--- config.mk ---
export PLATFORM = sky130hd
export DESIGN_NAME = fsync_word_rx
export DESIGN_NICKNAME = d
export VERILOG_FILES = /design/src/rtl/fsync_rx_pkg.sv /design/src/rtl/fsync_rx_ctrl.sv /design/src/rtl/fsync_rx_shift.sv /design/src/rtl/fsync_rx_outreg.sv /design/src/rtl/fsync_word_rx.sv
export SDC_FILE = /design/constraint.sdc
export NUM_CORES = 1
export LEC_CHECK = 0
export BUFFER_PORTS_ARGS = -buffer_cell sky130_fd_sc_hd__buf_2
export CORE_MARGIN = 2
export CORE_UTILIZATION = 57
export CTS_BUF_LIST = sky130_fd_sc_hd__clkbuf_2 sky130_fd_sc_hd__clkbuf_4 sky130_fd_sc_hd__clkbuf_8
export DETAILED_ROUTE_END_ITERATION = 8
export MAX_ROUTING_LAYER = met4
export PLACE_DENSITY = 0.91
export SLEW_MARGIN = 25
export SYNTH_ARGS = -nofsm -noshare
export SYNTH_HDL_FRONTEND = slang
export SYNTH_SLANG_ARGS = --single-unit
--- constraint.sdc ---
create_clock -name clk -period 2.1 [get_ports clk]
set_input_delay 0.42 -clock clk [delete_from_list [all_inputs] [get_ports clk]]
set_output_delay 0.42 -clock clk [all_outputs]
set_load 0.01 [all_outputs]
--- src/rtl/fsync_rx_pkg.sv ---
package fsync_rx_pkg;
    typedef enum logic {
        ST_IDLE = 1'b0,
        ST_RECV = 1'b1
    } rx_state_e;
endpackage

--- src/rtl/fsync_rx_ctrl.sv ---
module fsync_rx_ctrl #(
    parameter int WORD_W = 16,
    parameter int BYTE_W = 8
) (
    input  logic clk,
    input  logic rst,
    input  logic sync_in,
    output logic take_bit,
    output logic emit,
    output logic frame_err
);
    import fsync_rx_pkg::*;

    localparam int CNT_W = $clog2(WORD_W);
    localparam int SUB_W = $clog2(BYTE_W);

    rx_state_e        state;
    logic [CNT_W-1:0] cnt;
    logic             last_bit;
    logic             restart;

    assign last_bit = (cnt == CNT_W'(WORD_W - 1));

    // state register process
    always_ff @(posedge clk) begin
        if (rst) begin
            state <= ST_IDLE;
            cnt   <= '0;
        end else begin
            unique case (state)
                ST_IDLE: begin
                    if (sync_in) begin       // arm
                        state <= ST_RECV;
                        cnt   <= '0;
                    end
                end
                ST_RECV: begin
                    if (sync_in) begin       // chain or restart
                        state <= ST_RECV;
                        cnt   <= '0;
                    end else if (last_bit) begin  // done
                        state <= ST_IDLE;
                        cnt   <= '0;
                    end else begin           // advance
                        cnt <= cnt + 1'b1;
                    end
                end
            endcase
        end
    end

    // output process
    always_comb begin
        take_bit = 1'b0;
        restart  = 1'b0;
        unique case (state)
            ST_IDLE: begin
                take_bit = 1'b0;
            end
            ST_RECV: begin
                restart  = sync_in && !last_bit;
                take_bit = !restart;
            end
        endcase
        emit = take_bit && (cnt[SUB_W-1:0] == {SUB_W{1'b1}});
    end

    always_ff @(posedge clk) begin
        if (rst) frame_err <= 1'b0;
        else     frame_err <= restart;
    end
endmodule

--- src/rtl/fsync_rx_shift.sv ---
module fsync_rx_shift #(
    parameter int BYTE_W = 8
) (
    input  logic              clk,
    input  logic              rst,
    input  logic              take_bit,
    input  logic              bit_in,
    output logic [BYTE_W-1:0] next_byte
);
    logic [BYTE_W-2:0] hist;

    always_ff @(posedge clk) begin
        if (rst)           hist <= '0;
        else if (take_bit) hist <= {hist[BYTE_W-3:0], bit_in};
    end

    assign next_byte = {hist, bit_in};
endmodule

--- src/rtl/fsync_rx_outreg.sv ---
module fsync_rx_outreg #(
    parameter int BYTE_W = 8
) (
    input  logic              clk,
    input  logic              rst,
    input  logic              emit,
    input  logic [BYTE_W-1:0] next_byte,
    input  logic              ready,
    output logic [BYTE_W-1:0] data,
    output logic              valid,
    output logic              ovf
);
    logic slot_free;

    assign slot_free = !valid || ready;

    always_ff @(posedge clk) begin
        if (rst) begin
            data  <= '0;
            valid <= 1'b0;
            ovf   <= 1'b0;
        end else begin
            if (valid && ready) valid <= 1'b0;
            if (emit) begin
                if (slot_free) begin
                    data  <= next_byte;
                    valid <= 1'b1;
                end else begin
                    ovf <= 1'b1;
                end
            end
        end
    end
endmodule

--- src/rtl/fsync_word_rx.sv ---
module fsync_word_rx #(
    parameter int WORD_W = 16,
    parameter int BYTE_W = 8
) (
    input  logic              clk,
    input  logic              rst,
    input  logic              ser_data,
    input  logic              ser_sync,
    output logic [BYTE_W-1:0] byte_data,
    output logic              byte_valid,
    input  logic              byte_ready,
    output logic              overflow,
    output logic              frame_err
);
    logic              take_bit;
    logic              emit;
    logic [BYTE_W-1:0] next_byte;

    fsync_rx_ctrl #(.WORD_W(WORD_W), .BYTE_W(BYTE_W)) i_ctrl (
        .clk       (clk),
        .rst       (rst),
        .sync_in   (ser_sync),
        .take_bit  (take_bit),
        .emit      (emit),
        .frame_err (frame_err)
    );

    fsync_rx_shift #(.BYTE_W(BYTE_W)) i_shift (
        .clk       (clk),
        .rst       (rst),
        .take_bit  (take_bit),
        .bit_in    (ser_data),
        .next_byte (next_byte)
    );

    fsync_rx_outreg #(.BYTE_W(BYTE_W)) i_out (
        .clk       (clk),
        .rst       (rst),
        .emit      (emit),
        .next_byte (next_byte),
        .ready     (byte_ready),
        .data      (byte_data),
        .valid     (byte_valid),
        .ovf       (overflow)
    );
endmodule

==> summary by stage, run 1 <==
Route
The sum of met3 wire segment lengths after detailed routing is approximately 42 um. In the routed layout, each cell is associated on average with a via count of ~5.4. The detailed router put a total of 923 um of wire on met1. After detailed routing, the number of remaining DRC violations is 0. The highest metal layer used by the detailed router is met4.

After detailed routing, the total wire length is 1850 um. The iteration count of the initial detailed-routing pass is 4. In this run, the number of DRC markers left after iteration 0 of detailed routing was 17. Dividing the detail-routed wire length by the instance count gives between 10 and 15 um. Summed over all nets, wire length on met2 after detailed routing comes to between 800 and 900 um. The number of antenna-violating nets in the routed design is 0. The final route contains approximately 770 vias.

Timing
The final-report hold violation count is 0. The max-slew violation total from the final report came to 0. After layout, the minimum clock period comes to 1.81 ns. At the pin with the least slew margin, the transition time is roughly 0.58 ns. Setup repair after global routing left no endpoint under its margin. The clock tree skew after final layout is 0.00545 ns. After routing, the total negative slack on setup checks comes to 0 ns. The normalized max-slew margin is 61.3%. Dividing the final minimum period by the clock period gives a little under nine tenths. The highest clock rate is 0.552 GHz. Setup violations remaining at the end of the flow were counted as 0.

Cells and area
Fill cells in the final layout number 127. The post-route core utilization is about two thirds. 0 antenna diodes ended up in the layout. The area of all placed cells without fillers is 1150 um2.

After the last flow step, the layout net total stands at 126. The area added between synthesis and finish is 10.6%. The proportion of layout cells with a drive suffix above 1 is 25.4%.

Worst setup path
The worst setup slack for register-to-register paths is ~0.29 ns. The data arrival time of the critical path is 2.06 ns. The endpoint of the worst register-to-register path is i_out.data[5]. Along the worst path, the maximum fanout reaches 8. STA classifies the critical path endpoint as a register. The master of the slowest instance on the critical path is a211oi_4. The worst setup path is of the reg -> reg kind. The most numerous cell type found on the critical path is ha_1.

The worst reg-to-reg path cell count is 5. In this run the critical register-to-register path is launched from i_ctrl.cnt[0]. Walking the worst path, the cells encountered are ha_1, ha_1, nand2_1, a211oi_4, mux2i_1. STA classifies the critical path startpoint as a register. The critical path's largest stage delay is 0.50 ns. The gate family responsible for the most delay along the worst path is compound AO/OA/AOI/OAI gates.

The required arrival time at the worst endpoint is 2.35 ns. The number of buffers and inverters on the critical path is 0.

Yosys
Sorting the synthesized cells by area gives the leading types as dfxtp_1 44%, nand2b_1 12%, mux2i_1 8.7%, a21bo_2 7.7%, a21oi_1 4.8%. Summed over its instances, the top area cell type makes up 44.4% of the synthesized netlist area. For this run, the number of Yosys warnings is 0. The register bit total from synthesis is 23. The number of nets in the synthesized netlist is about 110. The mean post-synth cell area is 9.87 um2.

Summing the sequential cell areas from Yosys gives 44.4% of the chip area. Summed over all instances, the cell type with the most area after synthesis is dfxtp_1. In the synthesized netlist, the number of instances is 105.

The post-synthesis cell area is 1040 um2. The post-synthesis cell type count is 23.

Place
In this run the cell area measured after placement is around 1100 um2. During placement, the flow inserted port buffers numbering 15. The final HPWL from detailed placement is 1210 um. Routability-driven placement finished with a final weighted congestion of 0.747.

CTS
CTS placed an instance of clkbuf_4 at the clock tree root. The clock sink count is 23. In this run, post-CTS repair resized a total of 0 instances. After clock tree synthesis, the clock-pin slew on the worst setup and hold paths is approximately 0.12 ns.

The number of levels in the clock H-tree is 1. The number of buffers created by CTS is 3. The later pin in the worst-skew pair is clocked with a latency of 0.32 ns. The number of hold-repair buffers added at the cts stage is 0.

The post-CTS setup buffer count is 0. TritonCTS built the clock tree. No sink is reached through more buffers than the 2 on the longest clock path.

Floorplan
The floorplan step defined a die boundary enclosing 2170 um2. The core region is 1730 um2. The floorplan step set the die width to 46.6 um.

The height of the die is around 47 um. The number of rows created at floorplan is 15. The initial utilization of the core area, before any placement, comes to 60.0%.

The count of boundary I/O pins is 16.

Min path
The tightest min-delay check is of the in -> reg type. In this run the most critical hold path is launched from ser_data. For hold timing, the worst endpoint is i_out.data[0]. The cell depth of the worst min-delay path is 3.

Power and ir drop
The worst-case vdd ir drop is 0.398 mV. The clock network is responsible for 29.9% of the overall power. The net switching power figure is 157 uW. Sequential cells burn about two thirds of the power. The analysis attributes to cell leakage a power of 0.404 nW. The design internal power is 526 uW.

The fraction of power spent switching nets is 23.0%. Power spread over the standard cell area amounts to between 500 and 600 nW/um2. The share of total power dissipated in combinational logic is 4.8%.

GRT
The maximum number of pins on one net before global-route repair is 33. The first-pass GRT wire length is 2820 um. The via count of the first global-routing pass was 644. After global routing the overflow that remains totals 0. The number of antenna violations at the first check in global routing is 0.

The overall track demand over capacity in global routing is 19.5%.

Status
The run finished with clean final reports.

Flow run
Across the run, the number of max-cap violations was 0.
==> stage by stage <==
| stage | hold WS, ns | instances | power, mW | worst slack [ns] |
|---|---|---|---|---|
| 2_1_floorplan | 0.448 | 105 | 0.481 | 0.550 |
| 3_3_place_gp | 0.441 | 139 | 0.487 | 0.414 |
| 3_5_place_dp | 0.446 | 139 | 0.488 | 0.331 |
| 4_1_cts | 0.350 | 143 | 0.690 | 0.304 |
| 5_1_grt | 0.358 | 143 | 0.709 | 0.137 |
| 6_report | 0.358 | 143 | 0.684 | 0.290 |
==> cell usage after synthesis <==
cell,count
a211oi_1,2
a211oi_4,1
a21bo_2,8
a21oi_1,10
a31oi_1,1
and4b_1,1
buf_2,4
clkbuf_1,3
dfxtp_1,23
ha_1,2
mux2i_1,9
nand2_1,3
nand2b_1,20
nand3_1,7
nand3_4,1
nand3b_1,1
nand4_1,1
nor2_1,1
nor2b_1,2
nor3_1,2
o21ai_0,1
o31ai_1,1
or3_1,1
==> area by class of cell <==
class | instances | area [um2] | share of cell area [%]
Clock buffer | 3 | 22.5 | 1.97
Clock inverter | 1 | 5.00 | 0.437
Multi-Input combinational cell | 75 | 544 | 47.5
Sequential cell | 23 | 460 | 40.2
Tap cell | 25 | 31.3 | 2.73
Timing Repair Buffer | 16 | 82.6 | 7.21
==> power groups by stage <==
stage / logic [mW] / registers, mW / clock network, mW
2_1_floorplan: 0.0289 / 0.452 / 0
3_3_place_gp: 0.0313 / 0.455 / 0
3_5_place_dp: 0.0324 / 0.456 / 0
4_1_cts: 0.0325 / 0.446 / 0.212
5_1_grt: 0.0358 / 0.447 / 0.226
6_report: 0.0330 / 0.446 / 0.204
==> worst max-delay path by stage <==
stage | from | to | slack [ns] | cells after the start
3_5_place_dp | i_ctrl.cnt[0] | i_out.data[1] | 0.33 | 5
6_report | i_ctrl.cnt[0] | i_out.data[5] | 0.29 | 5
5_1_grt | i_ctrl.cnt[0] | i_out.data[5] | 0.14 | 5
4_1_cts | i_ctrl.cnt[0] | i_out.data[5] | 0.30 | 5
2_1_floorplan | i_ctrl.cnt[0] | i_out.data[0] | 0.55 | 5
3_3_place_gp | i_ctrl.cnt[0] | i_out.data[4] | 0.41 | 5
==> logic make-up (layout without fill, tap and decap cells) <==
logic type | after synthesis | after routing | synth area share (%)
and+or+nand+nor | 40 | 40 | 23.7
DFF | 23 | 23 | 44.4
AOI/OAI and AO/OA | 24 | 24 | 17.8
muxes | 9 | 9 | 8.70
adders and majority gates | 2 | 2 | 2.42
buffers and inverters | 7 | 20 | 3.02
==> tightest hold or removal path: stages <==
cell	delay (ns)
buf_2	0.11
nand2b_1	0.06
mux2i_1	0.06
==> sequential cells by signal, summed over array words and instances (netlist names) <==
name / cells
i_ctrl.cnt: 4
i_ctrl.frame_err: 1
i_ctrl.state: 1
i_out.data: 8
i_out.ovf: 1
i_out.valid: 1
i_shift.hist: 7
==> routing by layer <==
layer,vias to the layer above,track usage [%]
li1,390,-
met1,360,24.1
met2,14,30.3
met3,5,2.35
met4,0,11.7
met5,-,-
==> layout by cell type, fill, tap and decap left out, types with 2 or more instances in the layout <==
master	synthesis	final
ha_1	2	2
nand3_1	7	7
clkbuf_4	0	3
nor3_1	2	2
a211oi_1	2	2
nand2b_1	20	20
nor2b_1	2	2
nand2_1	3	3
a21oi_1	10	10
buf_2	4	15
dfxtp_1	23	23
mux2i_1	9	9
a21bo_2	8	8
Note: power is estimated with default switching activity, not from simulation.
==> run 2: changes to the inputs <==
- PLACE_DENSITY: 0.91 -> 0.88
==> run 2 against run 1 <==
Clock skew is 0.0042 ns lower. Non-clock buffer count stayed put. First-iteration DRC count is 47% lower. Global-route usage is 0.76 points lower. Total power is 1.1% higher. Die area stayed put. Largest cell class unchanged.
==> summary by stage, run 2 (synthesized netlist as in run 1, its figures left out) <==
Floorplan
The height of the die was 46.6 um (unchanged). The number of rows created at floorplan came to 15 (unchanged). The horizontal extent of the die is 46.6 um (unchanged).

The area enclosed by the die boundary was 2170 um2 (unchanged). The count of boundary I/O pins is 16 (unchanged). The starting utilization of the core area is 60.0% (unchanged).

The area inside the core boundary is 1730 um2 (unchanged).

Route
The total detailed-routing wirelength is 1650 um (-11%). The number of vias per cell is 5.22 (-2.9%). The routed wirelength normalized by instance count came to 11.5 um (-11%).

The count of routing violations after the opening detailed-route iteration is 9 (-8). The number of remaining DRC errors is 0 (unchanged). The routed via count is 747 (-2.9%). The iteration count of the initial detailed-routing pass is 4 (unchanged). The number of antenna-violating nets in the routed design is 0 (unchanged).

Cells and area
Leaving out fill and tap cells, the most frequent cell in the layout is dfxtp_1. The area of all placed cells without fillers was 1150 um2 (+0.22%). The register with the highest flop count is i_out.data.

The final layout net count is 126 (unchanged). The number of inserted diodes is 0 (unchanged). The post-route core utilization is 66.5% (+0.14 points).

The largest registers in the layout are i_out.data x8, i_shift.hist x7, i_ctrl.cnt x4. The proportion of layout cells with a drive suffix above 1 is 25.4% (unchanged). In the layout the commonest cells are 23 x dfxtp_1, 20 x nand2b_1, 15 x buf_2.

The flip-flop count of the largest register after layout is 8 (unchanged). The fill cell instance count of the final layout came to 141 (+11%). The area added between synthesis and finish is 10.9%.

GRT
The most crowded layer after global routing is met2. The met3 track utilization from global routing is 7.06% (+4.7 points). The first-pass GRT wire length is 2710 um (-3.9%). The overall track demand over capacity in global routing came to 18.8% (-0.76 points). The via count of the first global-routing pass is 631 (-2.0%).

The maximum number of pins on one net before global-route repair was 33 (unchanged). The met2 routing resource usage after global routing came to 25.6% (-4.7 points). The number of antenna violations at the first check in global routing is 0 (unchanged). The global-route congestion overflow total is 0 (unchanged). The met1 track demand over resource in global routing is 23.8% (-0.30 points).

Worst setup path
The critical path in this run is classified as reg -> reg. STA classifies the critical path startpoint as a register. The required arrival time at the worst endpoint was 2.35 ns (about the same). The largest fanout of any net on the critical path is 8 (unchanged). The data arrival time of the critical path is 1.98 ns (-0.08 ns).

STA classifies the critical path endpoint as a register.

Timing
The shortest period the worst path allows was 1.73 ns (-0.0811 ns). The highest clock rate is 0.578 GHz (+4.7%). The minimum setup slack in the final design is 0.371 ns (+0.0811 ns). The part of the cycle the worst path needs is 82.3% (-3.9 points). The clock tree skew after final layout is 0.00126 ns (-0.00419 ns). The max-slew violation total from the final report is 0 (unchanged). The final hold slack is 0.369 ns (+0.0109 ns).

The total negative slack is 0 ns (unchanged). Setup repair after global routing left no endpoint under its margin. The final-report hold violation count is 0 (unchanged).

The transition time at the pin with the least slew margin is 0.529 ns (-0.0492 ns). The normalized max-slew margin is 64.6% (+3.3 points). The total setup violations reported at the end of the flow is 0 (unchanged).

Power and ir drop
The worst-case vdd ir drop came to 0.424 mV (+6.6%). The proportion of power drawn by the clock network is 30.8% (+0.9 points). The cell leakage power is 0.405 nW (+0.17%). The proportion of power drawn by combinational gates is 4.6% (-0.2 points). The net switching power figure is 149 uW (-5.1%).

The design internal power is 542 uW (+3.0%). The sequential group share of total power is 64.5% (-0.8 points). The fraction of power spent switching nets is 21.6% (-1.4 points). The power per cell area is 602 nW/um2 (+0.90%).

Place
The total placed instance area was 1120 um2 (unchanged). The setup slack at placement was 0.369 ns (+0.0373 ns). The final HPWL from detailed placement is 1140 um (-5.2%). The number of buffers inserted by port buffering is 15 (unchanged). The placer congestion estimate came to 0.762 (+1.9%).

CTS
The post-CTS setup buffer count is 0 (unchanged). The largest buffer count on any clock path is 2 (unchanged). The number of buffers created by CTS is 3 (unchanged). The clock sink count is 23 (unchanged).

The CTS tree is yes. The number of hold-repair buffers added at the cts stage is 0 (unchanged). The number of levels in the clock H-tree is 1 (unchanged). The number of gates given a new drive strength after cts came to 0 (unchanged). The clock-pin slew on the worst setup and hold paths came to 0.11 ns (about the same). The clock root buffer is clkbuf_4. The worst-skew pair later-pin latency was 0.31 ns (about the same).

Status
The run finished with clean final reports.

Flow run
The number of maximum-capacitance violations came to 0 (unchanged).

Min path
The path class of the lowest-slack min-delay path is in -> reg.
==> run 2: cell types whose count changed in the layout (fill, tap and decap cells not counted), sizes merged <==
cell | before | now
clkinv | 1 | 0
clkbuf | 3 | 4
==> run 2: power by group through the flow <==
stage	sequential, mW	combinational (mW)	clock, mW
floorplan	0.452	0.0289	0
global placement	0.455	0.0315	0
detailed placement	0.456	0.0323	0
CTS	0.446	0.0325	0.223
global route	0.448	0.0356	0.244
finish	0.446	0.0321	0.213
==> run 2: metrics by stage <==
step / total power, mW / cells
2_1_floorplan: 0.481 / 105
3_3_place_gp: 0.487 / 139
3_5_place_dp: 0.488 / 139
4_1_cts: 0.702 / 143
5_1_grt: 0.727 / 143
6_report: 0.691 / 143
==> run 2: metal layers <==
| metal | share of wire (%) | vias up |
|---|---|---|
| met2 | 42 | 12 |
| met4 | 2.6 | 0 |
| met3 | 4.4 | 5 |
| met1 | 51 | 338 |
| li1 | - | 392 |
| met5 | 0 | - |
==> run 2: worst paths after layout <==
kind	from	slack, ns	cells after the start	to
worst min register to register	i_out.ovf	0.48	2	i_out.ovf
worst max register to register	i_ctrl.cnt[0]	0.37	5	i_out.data[7]
worst min-delay path	ser_data	0.37	3	i_out.data[0]
worst max-delay path	i_ctrl.cnt[0]	0.37	5	i_out.data[7]
==> run 2: critical path: stages (launching register included) <==
cell and delay (ns):
dfxtp_1 0.40, ha_1 0.28, ha_1 0.20, nand2_1 0.09
a211oi_4 0.46, mux2i_1 0.24
==> run 2: area by class of cell <==
cell class,instances,area (um2),area share (%)
flip-flops and latches,23,460,40.1
clock buffers,4,30.0,2.61
repair buffers,16,82.6,7.19
well taps,25,31.3,2.72
multi-input cells,75,544,47.4
